--- src/rtl/gt_pkg.sv ---
package gt_pkg;
  typedef enum logic [1:0] {
    TMO_NONE = 2'd0,
    TMO_CHIP = 2'd1,
    TMO_WARM = 2'd2
  } tmo_kind_e;
endpackage

--- src/rtl/gt_tick_sel.sv ---
module gt_tick_sel #(
  parameter int DIV_W = 2
) (
  input  logic clk,
  input  logic rst_n,
  input  logic src_osc,
  input  logic osc_tick,
  input  logic halt,
  output logic tick
);
  logic [DIV_W-1:0] div_q;
  logic             ins_tick;

  // instruction tick: one pulse every 2**DIV_W clocks, frozen while halted
  always_ff @(posedge clk) begin
    if (!rst_n)     div_q <= '0;
    else if (!halt) div_q <= div_q + 1'b1;
  end

  assign ins_tick = (&div_q) && !halt;
  assign tick     = src_osc ? osc_tick : ins_tick;
endmodule

--- src/rtl/gt_clear_ctl.sv ---
module gt_clear_ctl (
  input  logic clk,
  input  logic rst_n,
  input  logic enable,
  input  logic dual,
  input  logic clr_single,
  input  logic clr_first,
  input  logic clr_second,
  input  logic halt,
  input  logic fire,
  output logic sw_clr,
  output logic cnt_clr
);
  logic halt_q;
  logic got_a_q, got_b_q;
  logic pair_done;
  logic halt_entry;

  assign pair_done  = (got_a_q || clr_first) && (got_b_q || clr_second);
  assign sw_clr     = enable && (dual ? pair_done : clr_single);
  assign halt_entry = halt && !halt_q;
  assign cnt_clr    = sw_clr || halt_entry;

  always_ff @(posedge clk) begin
    if (!rst_n) halt_q <= 1'b0;
    else        halt_q <= halt;
  end

  always_ff @(posedge clk) begin
    if (!rst_n || !enable || !dual || sw_clr || fire) begin
      got_a_q <= 1'b0;
      got_b_q <= 1'b0;
    end else begin
      if (clr_first)  got_a_q <= 1'b1;
      if (clr_second) got_b_q <= 1'b1;
    end
  end
endmodule

--- src/rtl/gt_count.sv ---
module gt_count
  import gt_pkg::*;
#(
  parameter int BASE_W = 8,
  parameter int SEL_W  = 3
) (
  input  logic             clk,
  input  logic             rst_n,
  input  logic             enable,
  input  logic             tick,
  input  logic             clr,
  input  logic             pre_clr,
  input  logic [SEL_W-1:0] sel,
  input  logic             halt,
  output logic             fire,
  output tmo_kind_e        kind_q
);
  localparam int PRE_W = (1 << SEL_W) - 1;

  logic [BASE_W-1:0] base_q;
  logic [PRE_W-1:0]  pre_q;
  logic [PRE_W-1:0]  limit;
  logic              base_end, pre_end;

  // thermometer limit: 2**sel - 1
  for (genvar g = 0; g < PRE_W; g++) begin : g_lim
    assign limit[g] = (sel > SEL_W'(g));
  end

  assign base_end = &base_q;
  assign pre_end  = (pre_q == limit);
  assign fire     = enable && !clr && tick && base_end && pre_end;

  always_ff @(posedge clk) begin
    if (!rst_n || !enable || clr) begin
      base_q <= '0;
      pre_q  <= '0;
    end else begin
      if (tick) begin
        base_q <= base_q + 1'b1;
        if (base_end) begin
          if (pre_end) pre_q <= '0;
          else         pre_q <= pre_q + 1'b1;
        end
      end
      if (pre_clr) pre_q <= '0;
    end
  end

  always_ff @(posedge clk) begin
    if (!rst_n)    kind_q <= TMO_NONE;
    else if (fire) kind_q <= halt ? TMO_WARM : TMO_CHIP;
    else           kind_q <= TMO_NONE;
  end
endmodule

--- src/rtl/guard_timer.sv ---
module guard_timer
  import gt_pkg::*;
#(
  parameter int          REG_W    = 8,
  parameter int          SEL_W    = 3,
  parameter int          BASE_W   = 8,
  parameter int          INS_DIVW = 2,
  parameter logic [7:0]  REG_INIT = 8'h07
) (
  input  logic             clk,
  input  logic             rst_n,
  input  logic             cfg_enable,
  input  logic             cfg_src_osc,
  input  logic             cfg_dual_clear,
  input  logic             osc_tick,
  input  logic             halt,
  input  logic             reg_wr,
  input  logic [REG_W-1:0] reg_wdata,
  output logic [REG_W-1:0] reg_rdata,
  input  logic             clr_single,
  input  logic             clr_first,
  input  logic             clr_second,
  output logic             to_flag,
  output logic             chip_rst,
  output logic             warm_rst
);
  logic [REG_W-1:0] ctrl_q;
  logic             tick, fire, sw_clr, cnt_clr;
  tmo_kind_e        kind;

  always_ff @(posedge clk) begin
    if (!rst_n)      ctrl_q <= REG_W'(REG_INIT);
    else if (reg_wr) ctrl_q <= reg_wdata;
  end
  assign reg_rdata = ctrl_q;

  gt_tick_sel #(.DIV_W(INS_DIVW)) u_tick (
    .clk(clk), .rst_n(rst_n), .src_osc(cfg_src_osc),
    .osc_tick(osc_tick), .halt(halt), .tick(tick)
  );

  gt_clear_ctl u_clr (
    .clk(clk), .rst_n(rst_n), .enable(cfg_enable), .dual(cfg_dual_clear),
    .clr_single(clr_single), .clr_first(clr_first), .clr_second(clr_second),
    .halt(halt), .fire(fire), .sw_clr(sw_clr), .cnt_clr(cnt_clr)
  );

  gt_count #(.BASE_W(BASE_W), .SEL_W(SEL_W)) u_cnt (
    .clk(clk), .rst_n(rst_n), .enable(cfg_enable), .tick(tick),
    .clr(cnt_clr), .pre_clr(reg_wr), .sel(ctrl_q[SEL_W-1:0]),
    .halt(halt), .fire(fire), .kind_q(kind)
  );

  always_ff @(posedge clk) begin
    if (!rst_n)              to_flag <= 1'b0;
    else if (fire && !halt)  to_flag <= 1'b1;
    else if (sw_clr)         to_flag <= 1'b0;
  end

  assign chip_rst = (kind == TMO_CHIP);
  assign warm_rst = (kind == TMO_WARM);
endmodule

--- config.mk ---
export PLATFORM = sky130hd
export DESIGN_NAME = guard_timer
export DESIGN_NICKNAME = d
export VERILOG_FILES = /design/src/rtl/gt_pkg.sv /design/src/rtl/gt_tick_sel.sv /design/src/rtl/gt_clear_ctl.sv /design/src/rtl/gt_count.sv /design/src/rtl/guard_timer.sv
export SDC_FILE = /design/constraint.sdc
export NUM_CORES = 1
export LEC_CHECK = 0
export ABC_AREA = 1
export BUFFER_PORTS_ARGS = -buffer_cell sky130_fd_sc_hd__buf_2
export CAP_MARGIN = 20
export CORE_MARGIN = 2
export CORE_UTILIZATION = 55
export DETAILED_ROUTE_END_ITERATION = 10
export HOLD_SLACK_MARGIN = 0.03
export PLACE_DENSITY = 0.79
export REMOVE_ABC_BUFFERS = 1
export SLEW_MARGIN = 20
export SYNTH_ARGS = -nofsm -noshare
export SYNTH_HDL_FRONTEND = slang
export SYNTH_HIERARCHICAL = 1
export SYNTH_SLANG_ARGS = --single-unit
export TNS_END_PERCENT = 10
--- constraint.sdc ---
create_clock -name clk -period 3.1 [get_ports clk]
set_input_delay 0.31 -clock clk [delete_from_list [all_inputs] [get_ports clk]]
set_output_delay 0.31 -clock clk [all_outputs]
set_load 0.05 [all_outputs]
### After elaboration in Yosys (flattened, before gate mapping)

Index checks and enable logic that the tools add are counted.

| storage, ports and cells | value |
|---|---|
| output and inout bits | 11 |
| bits of input ports | 19 |
| word-level logic and storage cells | 57 |
| register bits | 31 |

| cells by class | value |
|---|---|
| equal/unequal tests | 3 |
| $add $sub $neg | 3 |
| order comparisons | 7 |
| multiplexer cells | 6 |
| reductions and logical operators | 29 |

Operators by type and width:

| operator | count |
|---|---|
| > comparator 3 bit, second input constant | 3 |
| logical AND 1 bit | 9 |
| AND reduction 9 bit | 1 |
| adder 8 x 1 -> 8 bit, second input constant | 1 |
| logical OR 1 bit | 8 |
| AND reduction 8 bit | 1 |
| adder 7 x 1 -> 7 bit, second input constant | 1 |
| == test 7 bit | 1 |
| 2-to-1 mux 7 bit | 1 |
| > comparator 3 x 1 -> 1 bit, second input constant | 2 |
| > comparator 3 x 2 -> 1 bit, second input constant | 2 |
| logical NOT 1 bit | 6 |
| 2-to-1 mux 1 bit | 4 |
| AND reduction 2 bit | 2 |
| adder 2 x 1 -> 2 bit, second input constant | 1 |
| == test 2 x 1 -> 1 bit, second input constant | 1 |
| == test 2 bit, second input constant | 1 |
| 2-to-1 mux 2 bit | 1 |
| nonzero test 2 bit | 1 |
| OR reduction 2 bit | 1 |

### Logic depth before layout (Yosys ltp)

Gate-level depths: netlist (run 1).

| logic depth | value |
|---|---|
| depth after elaboration | 12 |
| depth in mapped cells | 14 |

### Hierarchy

Netlist (run 1), hierarchy kept.

By module, submodules not included:

| module | seq. area each (um2) | cells an instance | area an instance (um2) | instances |
|---|---|---|---|---|
| gt_count | 340.3 | 156 | 1,029.7 | 1 |
| guard_timer | 180.2 | 46 | 354.1 | 1 |
| gt_clear_ctl | 60.1 | 30 | 171.4 | 1 |
| gt_tick_sel | 40.0 | 16 | 107.6 | 1 |

### Worst setup path before layout (run 1)

Ideal clock, no wire load.

| timing path | value |
|---|---|
| kind | reg-to-reg |
| from | reg ctrl_q[2], in the netlist reg_rdata[2] |
| to | reg u_clr.got_b_q |
| arrival time | 1,870 ps |
| cell stages (with the launch flop) | 13 |
| clock period less this slack | 1,981 ps |
| path slack | 1,119 ps |
| required time | 2,990 ps |
| cells stage by stage | dfxtp_1 -> buf_2 -> nand2_2 -> o21ai_0 -> nand2_1 -> nor2_1 -> nand2_1 -> nor3_1 -> inv_1 -> nand2_1 -> nor2_2 -> nand3_1 -> nor2_1 |

| between the ends | value |
|---|---|
| word-level cells in the longest chain between the ends | 4 |
| elaborated cells on any way between the ends | 10 |
| those cells by class | order compare (7); eq/ne (1); reduce/logical (2) |

Ends and longest elaborated chain:

| item | RTL line | RTL |
|---|---|---|
| start: declaration | guard_timer.sv:27 | `logic [REG_W-1:0] ctrl_q;` |
| start signal: assignment | guard_timer.sv:32 | `if (!rst_n) ctrl_q <= REG_W'(REG_INIT);` |
| start signal: assignment | guard_timer.sv:33 | `else if (reg_wr) ctrl_q <= reg_wdata;` |
| > comparator 3 x 1 -> 1 bit (tied with other cells) | gt_count.sv:27 | `assign limit[g] = (sel > SEL_W'(g));` |
| == test 7 bit (*) | gt_count.sv:31 | `assign pre_end = (pre_q == limit);` |
| logical AND 1 bit (*) | gt_count.sv:32 | `assign fire = enable && !clr && tick && base_end && pre_end;` |
| net fire | guard_timer.sv:28 | `logic tick, fire, sw_clr, cnt_clr;` |
| logical OR 1 bit (*) | gt_clear_ctl.sv:30 | `if (!rst_n \|\| !enable \|\| !dual \|\| sw_clr \|\| fire) begin` |
| end signal: assignment | gt_clear_ctl.sv:32 | `got_b_q <= 1'b0;` |
| end signal: assignment | gt_clear_ctl.sv:35 | `if (clr_second) got_b_q <= 1'b1;` |
| end: declaration | gt_clear_ctl.sv:15 | `logic got_a_q, got_b_q;` |

Mark *: on every way through the listed nets, which the timed path passes. The rest lies on a longest branch.
A chain may end at the register's enable or synchronous reset.

### Final worst setup path (run 1)

Same ends and word-level chain as after synthesis.

==> impl_metrics.yaml, run 1 <==
status:
  outcome: "finished with violations"
  violations: "DRC"
routing:
  viasPerCell: 5.022
  drt_iter0_drc: 47
  drc: 2
  drtPass1Iterations: 7
  vias: 1567
  ant_nets: 0
  drt-total-wl_um: 3141
  avgRoutedWirePerCell_um: 10.07
critical_path:
  r2r_start: "reg_rdata[2]"
  cp_max_fo: 11
  crit_chain: "nand2_2, o21ai_0, nand2_1, nor2_1, nand2_1, nor3_1, inv_1, nand2_1, nor2_2, nand3_1, nor2_1"
  max_stage_delay_ps: 570
  cp-end-kind: "register"
  worst-r2r-cell-count: 11
  path_depth: 11
  startpoint_type: "register"
  cp.arrival_ps: 2080
  r2r_end: "u_clr/got_b_q"
  critPathBufInv: 1
  cp_top_family: "simple AND/OR/NAND/NOR gates"
  endpoint: "u_clr/got_b_q"
  r2r_setup_slack_ps: 1260
  startpoint: "reg_rdata[2]"
  slowest_stage: "dfxtp_1"
  crit_path_frequent_cell: "nand2_1"
  criticalPathCategory: "reg -> reg"
  crit_required_ps: 3340
timing:
  tightest_slew_ps: 395.7
  setup-tns-final_ps: 0
  setup_viol: 0
  maxSlewViolCount: 0
  fin_ws_ps: 1262
  rsz0062_at_grt: "false"
  relSlewSlack_pct: 73.58
  whs_ps: 169.9
  fmax_mhz: 544.2
  min_period_ps: 1838
  finalCritPeriodShare_pct: 59.28
  hold_viol_final: 0
  fin_skew_ps: 5.542
global_route:
  grt_max_degree: 16
  antenna_found_initial: 0
  grt_pass1_vias: 1331
  grt.total_usage_pct: 20.72
  grt_pass1_wl_um: 5354
  grt_overflow: 0
logic_synthesis:
  synth_ff_type: "dfxtp_1"
  synth_seq_cells: 31
  synth_cell_types: 28
  async_flop_share_pct: 0
  netlist_instances: 248
  synth_edf_count: 0
  syn_avg_cell_area_um2: 6.705
  synth_warnings: 6
  syn_area_mm2: 0.001663
  post-synth-top-area-fraction_pct: 37.32
  synth.area.top_cells: "dfxtp_1 37%, nand2_1 14%, inv_1 9.0%, nor2_1 8.8%, nand3_1 4.5%"
  synth_most_common_cell: "nand2_1"
  yosysTopAreaCell: "dfxtp_1"
  ys_seq_area_share_pct: 37.32
  ys_top_cells_by_count: "61 x nand2_1, 40 x inv_1, 39 x nor2_1"
clock_network:
  root_buffer: "clkbuf_4"
  cts_sinks: 31
  ctsResizeCount: 0
  cts_buffers: 5
  clkTransAtPathRegs_ps: 90
  cts_tree: "done"
  htreeDepth: 2
  post-cts-setup-buffer-count: 0
  insertion_delay_ps: 340
  cts_buffer_depth: 2
  cts_hold_buf: 0
pwr:
  leakagePower_nw: 0.9554
  power_mw: 0.7622
  p_per_area_mw_per_mm2: 405.6
  ir_worst_vdd_v: 0.0002566
finish:
  final_design_area_no_fill_mm2: 0.001879
  multi_input_area_um2: 847.1
  fin_util_pct: 66.99
  syn_to_final_growth_pct: 13.02
  fillers: 273
  seqCellArea_um2: 620.6
  layout.nets: 303
  drive_gt1_share_pct: 20.28
  fin_cells: 312
  antenna_cells: 0
floorplan:
  die_h_um: 58.99
  dieArea_mm2: 0.003479
  row_count: 19
  die_w_um: 58.99
  core_mm2: 0.002805
  start_util_pct: 59.28
  pin_count: 30
hold_path:
  holdCritPathClass: "in -> reg"
place:
  place_ws_ps: 1299
  dp.cells: 305
  portBuffers: 29
  place_area_mm2: 0.001823
  gp_congestion: 0.8385
  dpl.hpwl_um: 2365
flow_run:
  maxCapViolCount: 0
## cell families after synthesis
group / after synthesis / synth area share, %
AOI/OAI and AO/OA: 17 / 5.418
adders and majority gates: 3 / 2.258
buffers and inverters: 46 / 11.74
DFF: 31 / 37.32
xor gates and xnor gates: 8 / 4.214
and+or+nand+nor: 142 / 38.37
muxes: 1 / 0.6772
## cell type report
class | instances | area share [%]
clock buffers | 6 | 2.730
clock inverters | 1 | 0.2663
inverters | 43 | 9.121
multi-input cells | 171 | 45.07
flip-flops and latches | 31 | 33.02
well taps | 31 | 2.064
repair buffers | 29 | 7.723
## how the worst min path moves through the flow
stage,from,endpoint,cells after the start
floorplan,halt,u_cnt/kind_q[0],1
global placement,to_flag,to_flag,2
detailed placement,to_flag,to_flag,2
CTS,reg_wdata[1],reg_rdata[1],3
global route,reg_wdata[1],reg_rdata[1],3
finish,reg_wdata[1],reg_rdata[1],3
## layer usage
layer / global-route usage (%) / up-vias / wire, um
li1: - / 826 / -
met2: 32.22 / 41 / 1393
met1: 25.45 / 692 / 1474
met5: 0 / - / 0
met3: 5.240 / 8 / 190
met4: 13.31 / 0 / 83
## registers in the layout, summed over array words and instances, names as in the netlist
signal         flops
reg_rdata          8
u_cnt/base_q       8
u_cnt/pre_q        7
u_cnt/kind_q       2
u_tick/div_q       2
to_flag            1
u_clr/got_a_q      1
u_clr/got_b_q      1
u_clr/halt_q       1
## power by group
group          switching (mW)  leakage (nW)  internal (mW)
sequential             0.0113         0.253          0.409
clock                   0.133        0.0341          0.105
combinational          0.0706         0.669         0.0336
total                   0.215         0.955          0.547
## tightest hold or removal path, cell delays in order
cell and delay, ps:
buf_2 70, nand2_1 40, nand3_1 60
## placed cells by master, fill, tap and decap left out
master and instances:
a211oi_1 1, a21oi_1 6, buf_2 29, clkbuf_4 5, clkbuf_8 1, clkinv_2 1, dfxtp_1 31, ha_1 3
inv_1 40, inv_2 1, inv_4 1, inv_8 1, mux2_2 1, nand2_1 61, nand2_2 9, nand3_1 15
nand3_4 1, nand3b_1 1, nand4_1 5, nand4_2 1, nor2_1 39, nor2_2 5, nor2_4 1, nor3_1 4
o211ai_1 1, o21ai_0 4, o21ai_1 5, xnor2_1 2, xor2_1 6
Power figures use the tool's default switching activity.
==> run 2: changes to the inputs <==
==> constraint.sdc (replaced) <==
create_clock -name clk -period 1.7 [get_ports clk]
set_input_delay 0.17 -clock clk [delete_from_list [all_inputs] [get_ports clk]]
set_output_delay 0.17 -clock clk [all_outputs]
set_load 0.05 [all_outputs]
==> impl_metrics.yaml, run 2 (same netlist as run 1, synthesis figures left out) <==
status:
  outcome: "finished with violations"
  violations: "DRC"
pwr:
  switching_power_mw: 0.4117
  p_sw_share_pct: 27.98
  power.internal_mw: 1.059
  p_per_area_mw_per_mm2: 748.4
  power_mw: 1.471
  combPwrFrac_pct: 14.1
  leakagePower_nw: 0.9879
  clockPowerShare_pct: 33.9
  seq_power_share_pct: 52.0
  ir_worst_vdd_v: 0.0006184
routing:
  drc: 2
  viasPerCell: 5.028
  ant_nets: 0
  drt_iter0_drc: 80
  drtPass1Iterations: 7
  drt-total-wl_um: 3281
  vias: 1604
  avgRoutedWirePerCell_um: 10.29
clock_network:
  cts_hold_buf: 0
  insertion_delay_ps: 320
  post-cts-setup-buffer-count: 0
  htreeDepth: 2
  root_buffer: "clkbuf_4"
  cts_buffer_depth: 2
  clkTransAtPathRegs_ps: 100
  cts_sinks: 31
  cts_buffers: 5
  cts_tree: "done"
finish:
  layout.nets: 309
  mostFrequentLayoutCells: "60 x nand2_1, 40 x inv_1, 37 x nor2_1"
  antenna_cells: 0
  fin_util_pct: 70.07
  syn_to_final_growth_pct: 18.21
  drive_gt1_share_pct: 25.00
  fin_cells: 319
  multi_input_area_um2: 864.6
  seqCellArea_um2: 628.1
  final_common_cell: "nand2_1"
  fillers: 260
timing:
  maxSlewViolCount: 0
  finalCritPeriodShare_pct: 95.37
  min_period_ps: 1621
  tightest_slew_ps: 254.1
  relSlewSlack_pct: 82.93
  rsz0062_at_grt: "true"
  setup_viol: 0
  fmax_mhz: 616.8
  fin_skew_ps: 2.827
  hold_viol_final: 0
  setup-tns-final_ps: 0
floorplan:
  die_h_um: 58.99
  pin_count: 30
  core_mm2: 0.002805
  start_util_pct: 59.28
  dieArea_mm2: 0.003479
  row_count: 19
  die_w_um: 58.99
global_route:
  antenna_found_initial: 0
  grt_pass1_wl_um: 5485
  grt_overflow: 0
  grt_max_degree: 15
  grt.total_usage_pct: 20.89
  grt_pass1_vias: 1353
critical_path:
  crit_required_ps: 1940
  cp_max_fo: 10
  startpoint_type: "register"
  criticalPathCategory: "reg -> reg"
  cp.arrival_ps: 1860
  cp-end-kind: "register"
  worst-r2r-cell-count: 11
place:
  dp.cells: 311
  gp_congestion: 0.8057
  portBuffers: 29
  dpl.hpwl_um: 2421
hold_path:
  hold_depth: 3
  holdCritPathClass: "in -> reg"
flow_run:
  maxCapViolCount: 0
## run 2: changes by cell type in the layout (fill, tap and decap cells not counted), moves of 2 or more
cell,delta
buf_4,+6
dfxtp_1,-4
dfxtp_2,+3
nor2_1,-2
nor2_2,+2
o21ai_0,-2
o21ai_1,+2
## run 2: path summary, 6_finish.rpt
kind              slack, ps             to          from
hold reg to reg         480        to_flag       to_flag
setup / recovery         80  u_clr/got_b_q  reg_rdata[2]
setup reg to reg         80  u_clr/got_b_q  reg_rdata[2]
hold / removal           40   reg_rdata[2]  reg_wdata[2]
## run 2: per-stage QoR
step                setup WS [ps]  area (um2)  hold slack, ps
floorplan                  -228.1        1639           242.4
global placement            42.87        1868           383.6
detailed placement         -41.68        1868           382.7
CTS                         1.561        1947           33.67
global route               -25.08        1966           41.09
finish                      78.73        1966           43.65
## run 2: power by group through the flow
stage	logic, mW	clock network (mW)	registers (mW)
after floorplan	0.0856	0	0.825
after global placement	0.200	0	0.781
after detailed placement	0.203	0	0.781
after CTS	0.205	0.513	0.765
after global routing	0.232	0.547	0.769
final	0.207	0.498	0.766
## run 2: per-layer routing
layer	up-vias	track usage [%]	routed length, um
met4	0	8.766	46
met2	49	32.86	1534
li1	844	-	-
met1	706	27.43	1508
met5	-	0	0
met3	5	5.022	191
## run 2: cell type report
type                            instances  area share [%]
Timing Repair Buffer                   35           9.675
Tap cell                               31           1.973
Inverter                               43           8.721
Clock buffer                            7           3.310
Sequential cell                        31           31.95
Multi-Input combinational cell        171           43.98
Clock inverter                          1          0.3819
## run 2: timing repair
item | in CTS | in global routing
setup endpoints to repair | 3 | 10
gates resized for setup | 2 | 10
pin swaps | 0 | 2
## run 2: worst max-delay path, stage by stage, from the launching register on
cell     delay (ps)
dfxtp_4         390
buf_4           140
o21ai_1         170
nand4_1         120
nor2_1          150
nand2_1         100
nor3_2          190
inv_1            60
nand2_1          70
nor2_2           40
nand3_1          70
nor2_1           40
==> run 3: changes to the inputs <==
--- a/config.mk
+++ b/config.mk
@@ -13,7 +13,6 @@
 export DETAILED_ROUTE_END_ITERATION = 10
 export HOLD_SLACK_MARGIN = 0.03
 export PLACE_DENSITY = 0.79
-export REMOVE_ABC_BUFFERS = 1
 export SLEW_MARGIN = 20
 export SYNTH_ARGS = -nofsm -noshare
 export SYNTH_HDL_FRONTEND = slang
==> impl_metrics.yaml, run 3 (same netlist as run 1, synthesis figures left out) <==
critical_path:
  cp_max_fo: 6
  crit_path_frequent_cell: "nand2_2"
  r2r_end: "u_cnt/pre_q[5]"
  max_stage_delay_ps: 360
  crit_chain: "ha_1, nand3b_1, nand2_2, nand2_2, nor2_4, nand3_4, inv_6, nand4_2, nand2_4, nor2_1"
  r2r_start: "u_tick/div_q[0]"
  criticalPathCategory: "reg -> reg"
  crit_required_ps: 1940
  startpoint_type: "register"
  cp.arrival_ps: 1810
  slowest_stage: "dfxtp_2"
  worst-r2r-cell-count: 10
  cp-end-kind: "register"
  r2r_setup_slack_ps: 130
clock_network:
  clkTransAtPathRegs_ps: 90
  cts_buffer_depth: 2
  root_buffer: "clkbuf_4"
  insertion_delay_ps: 340
  cts_sinks: 31
  cts_tree: "done"
  cts_buffers: 5
  htreeDepth: 2
  cts_hold_buf: 0
finish:
  fillers: 241
  drive_gt1_share_pct: 25.87
  fin_cells: 317
  antenna_cells: 0
  final_common_cell: "nand2_1"
  mostFrequentLayoutCells: "60 x nand2_1, 40 x inv_1, 34 x nor2_1"
  layout.nets: 307
  syn_to_final_growth_pct: 17.98
hold_path:
  hold_end: "reg_rdata[2]"
  hold_depth: 3
  holdCritPathClass: "in -> reg"
  worstHoldStart: "reg_wdata[2]"
status:
  outcome: "finished with violations"
  violations: "DRC"
timing:
  min_period_ps: 1572
  setup_viol: 0
  setup-tns-final_ps: 0
  fin_skew_ps: 9.453
  tightest_slew_ps: 276.9
  finalCritPeriodShare_pct: 92.48
  rsz0062_at_grt: "true"
  fmax_mhz: 636.0
  hold_viol_final: 0
  relSlewSlack_pct: 81.54
  maxSlewViolCount: 0
floorplan:
  die_h_um: 58.99
  core_mm2: 0.002805
  dieArea_mm2: 0.003479
  pin_count: 30
  start_util_pct: 59.28
  row_count: 19
  die_w_um: 58.99
global_route:
  grt_overflow: 0
  grt_pass1_wl_um: 5644
  antenna_found_initial: 0
  grt_max_degree: 16
  grt.total_usage_pct: 21.70
  grt_pass1_vias: 1406
place:
  dpl.hpwl_um: 2498
  gp_congestion: 0.9893
  dp.cells: 308
  portBuffers: 29
flow_run:
  maxCapViolCount: 0
routing:
  drtPass1Iterations: 7
  viasPerCell: 4.921
  vias: 1560
  avgRoutedWirePerCell_um: 10.48
  drt-total-wl_um: 3322
  drt_iter0_drc: 63
  ant_nets: 0
  drc: 4
pwr:
  p_per_area_mw_per_mm2: 743.8
  leakagePower_nw: 0.9808
  seq_power_share_pct: 52.4
  power.internal_mw: 1.055
  switching_power_mw: 0.4040
  p_sw_share_pct: 27.68
  clockPowerShare_pct: 33.5
  ir_worst_vdd_v: 0.0004486
  combPwrFrac_pct: 14.1
logic_synthesis:
  syn_nets: 270
[run 3: cell count changes in the layout (fill, tap and decap cells not counted), sizes merged]
cell,delta
buf,-3
clkbuf,+2
clkinvlp,-1
[run 3: stage by stage]
stage / total power, mW / util [%] / hold slack, ps / instance area, um2 / setup slack [ps]
floorplan: 0.9212 / - / 242.4 / 1669 / 1.826
global placement: 0.9746 / 66.01 / 393.2 / 1852 / 42.24
detailed placement: 0.9774 / 66.01 / 389.2 / 1852 / 58.81
CTS: 1.470 / 68.47 / 30.46 / 1921 / 35.01
global route: 1.529 / 69.94 / 54.53 / 1962 / -20.06
finish: 1.459 / 69.94 / 38.10 / 1962 / 127.8
[run 3: worst max-delay path by stage]
stage / end / slack (ps) / start
finish: u_cnt/pre_q[5] / 130 / u_tick/div_q[0]
detailed placement: u_cnt/pre_q[5] / 60 / u_tick/div_q[0]
global placement: u_cnt/pre_q[2] / 40 / u_tick/div_q[0]
global route: u_clr/got_b_q / -20 / reg_rdata[1]
floorplan: u_clr/got_b_q / 2 / reg_rdata[2]
CTS: u_cnt/pre_q[5] / 40 / u_tick/div_q[0]
[run 3: repair_timing]
action,in CTS,in global routing
resized for setup,0,15
buffers inserted,0,1
setup endpoints to repair,0,11
[run 3: worst max-delay path, delay by kind of cell, from the launching register on]
family / cells / cell delay, ps
and+or+nand+nor: 8 / 840
DFF: 1 / 360
adders and majority gates: 1 / 160
buffers and inverters: 1 / 110
[run 3: power by group through the flow]
stage,combinational (mW),clock [mW],sequential (mW)
CTS,0.197,0.508,0.765
global placement,0.194,0,0.780
global route,0.230,0.531,0.768
finish,0.205,0.490,0.765
floorplan,0.0986,0,0.823
detailed placement,0.195,0,0.782
[run 3: layout make-up]
class                           count  area, um2  area share [%]
Tap cell                           31      38.79           1.977
Clock buffer                        8      68.82           3.508
Inverter                           43      173.9           8.865
Multi-Input combinational cell    171      875.8           44.64
Timing Repair Buffer               33      172.7           8.801
Sequential cell                    31      631.9           32.21
[run 3: layer usage]
layer / wire length, um / part of all wire, % / vias up / track usage (%)
li1: - / - / 837 / -
met1: 1588 / 48 / 678 / 24.93
met2: 1448 / 44 / 35 / 36.67
met3: 206 / 6.2 / 10 / 6.550
met4: 78 / 2.3 / 0 / 10.39
met5: 0 / 0 / - / 0
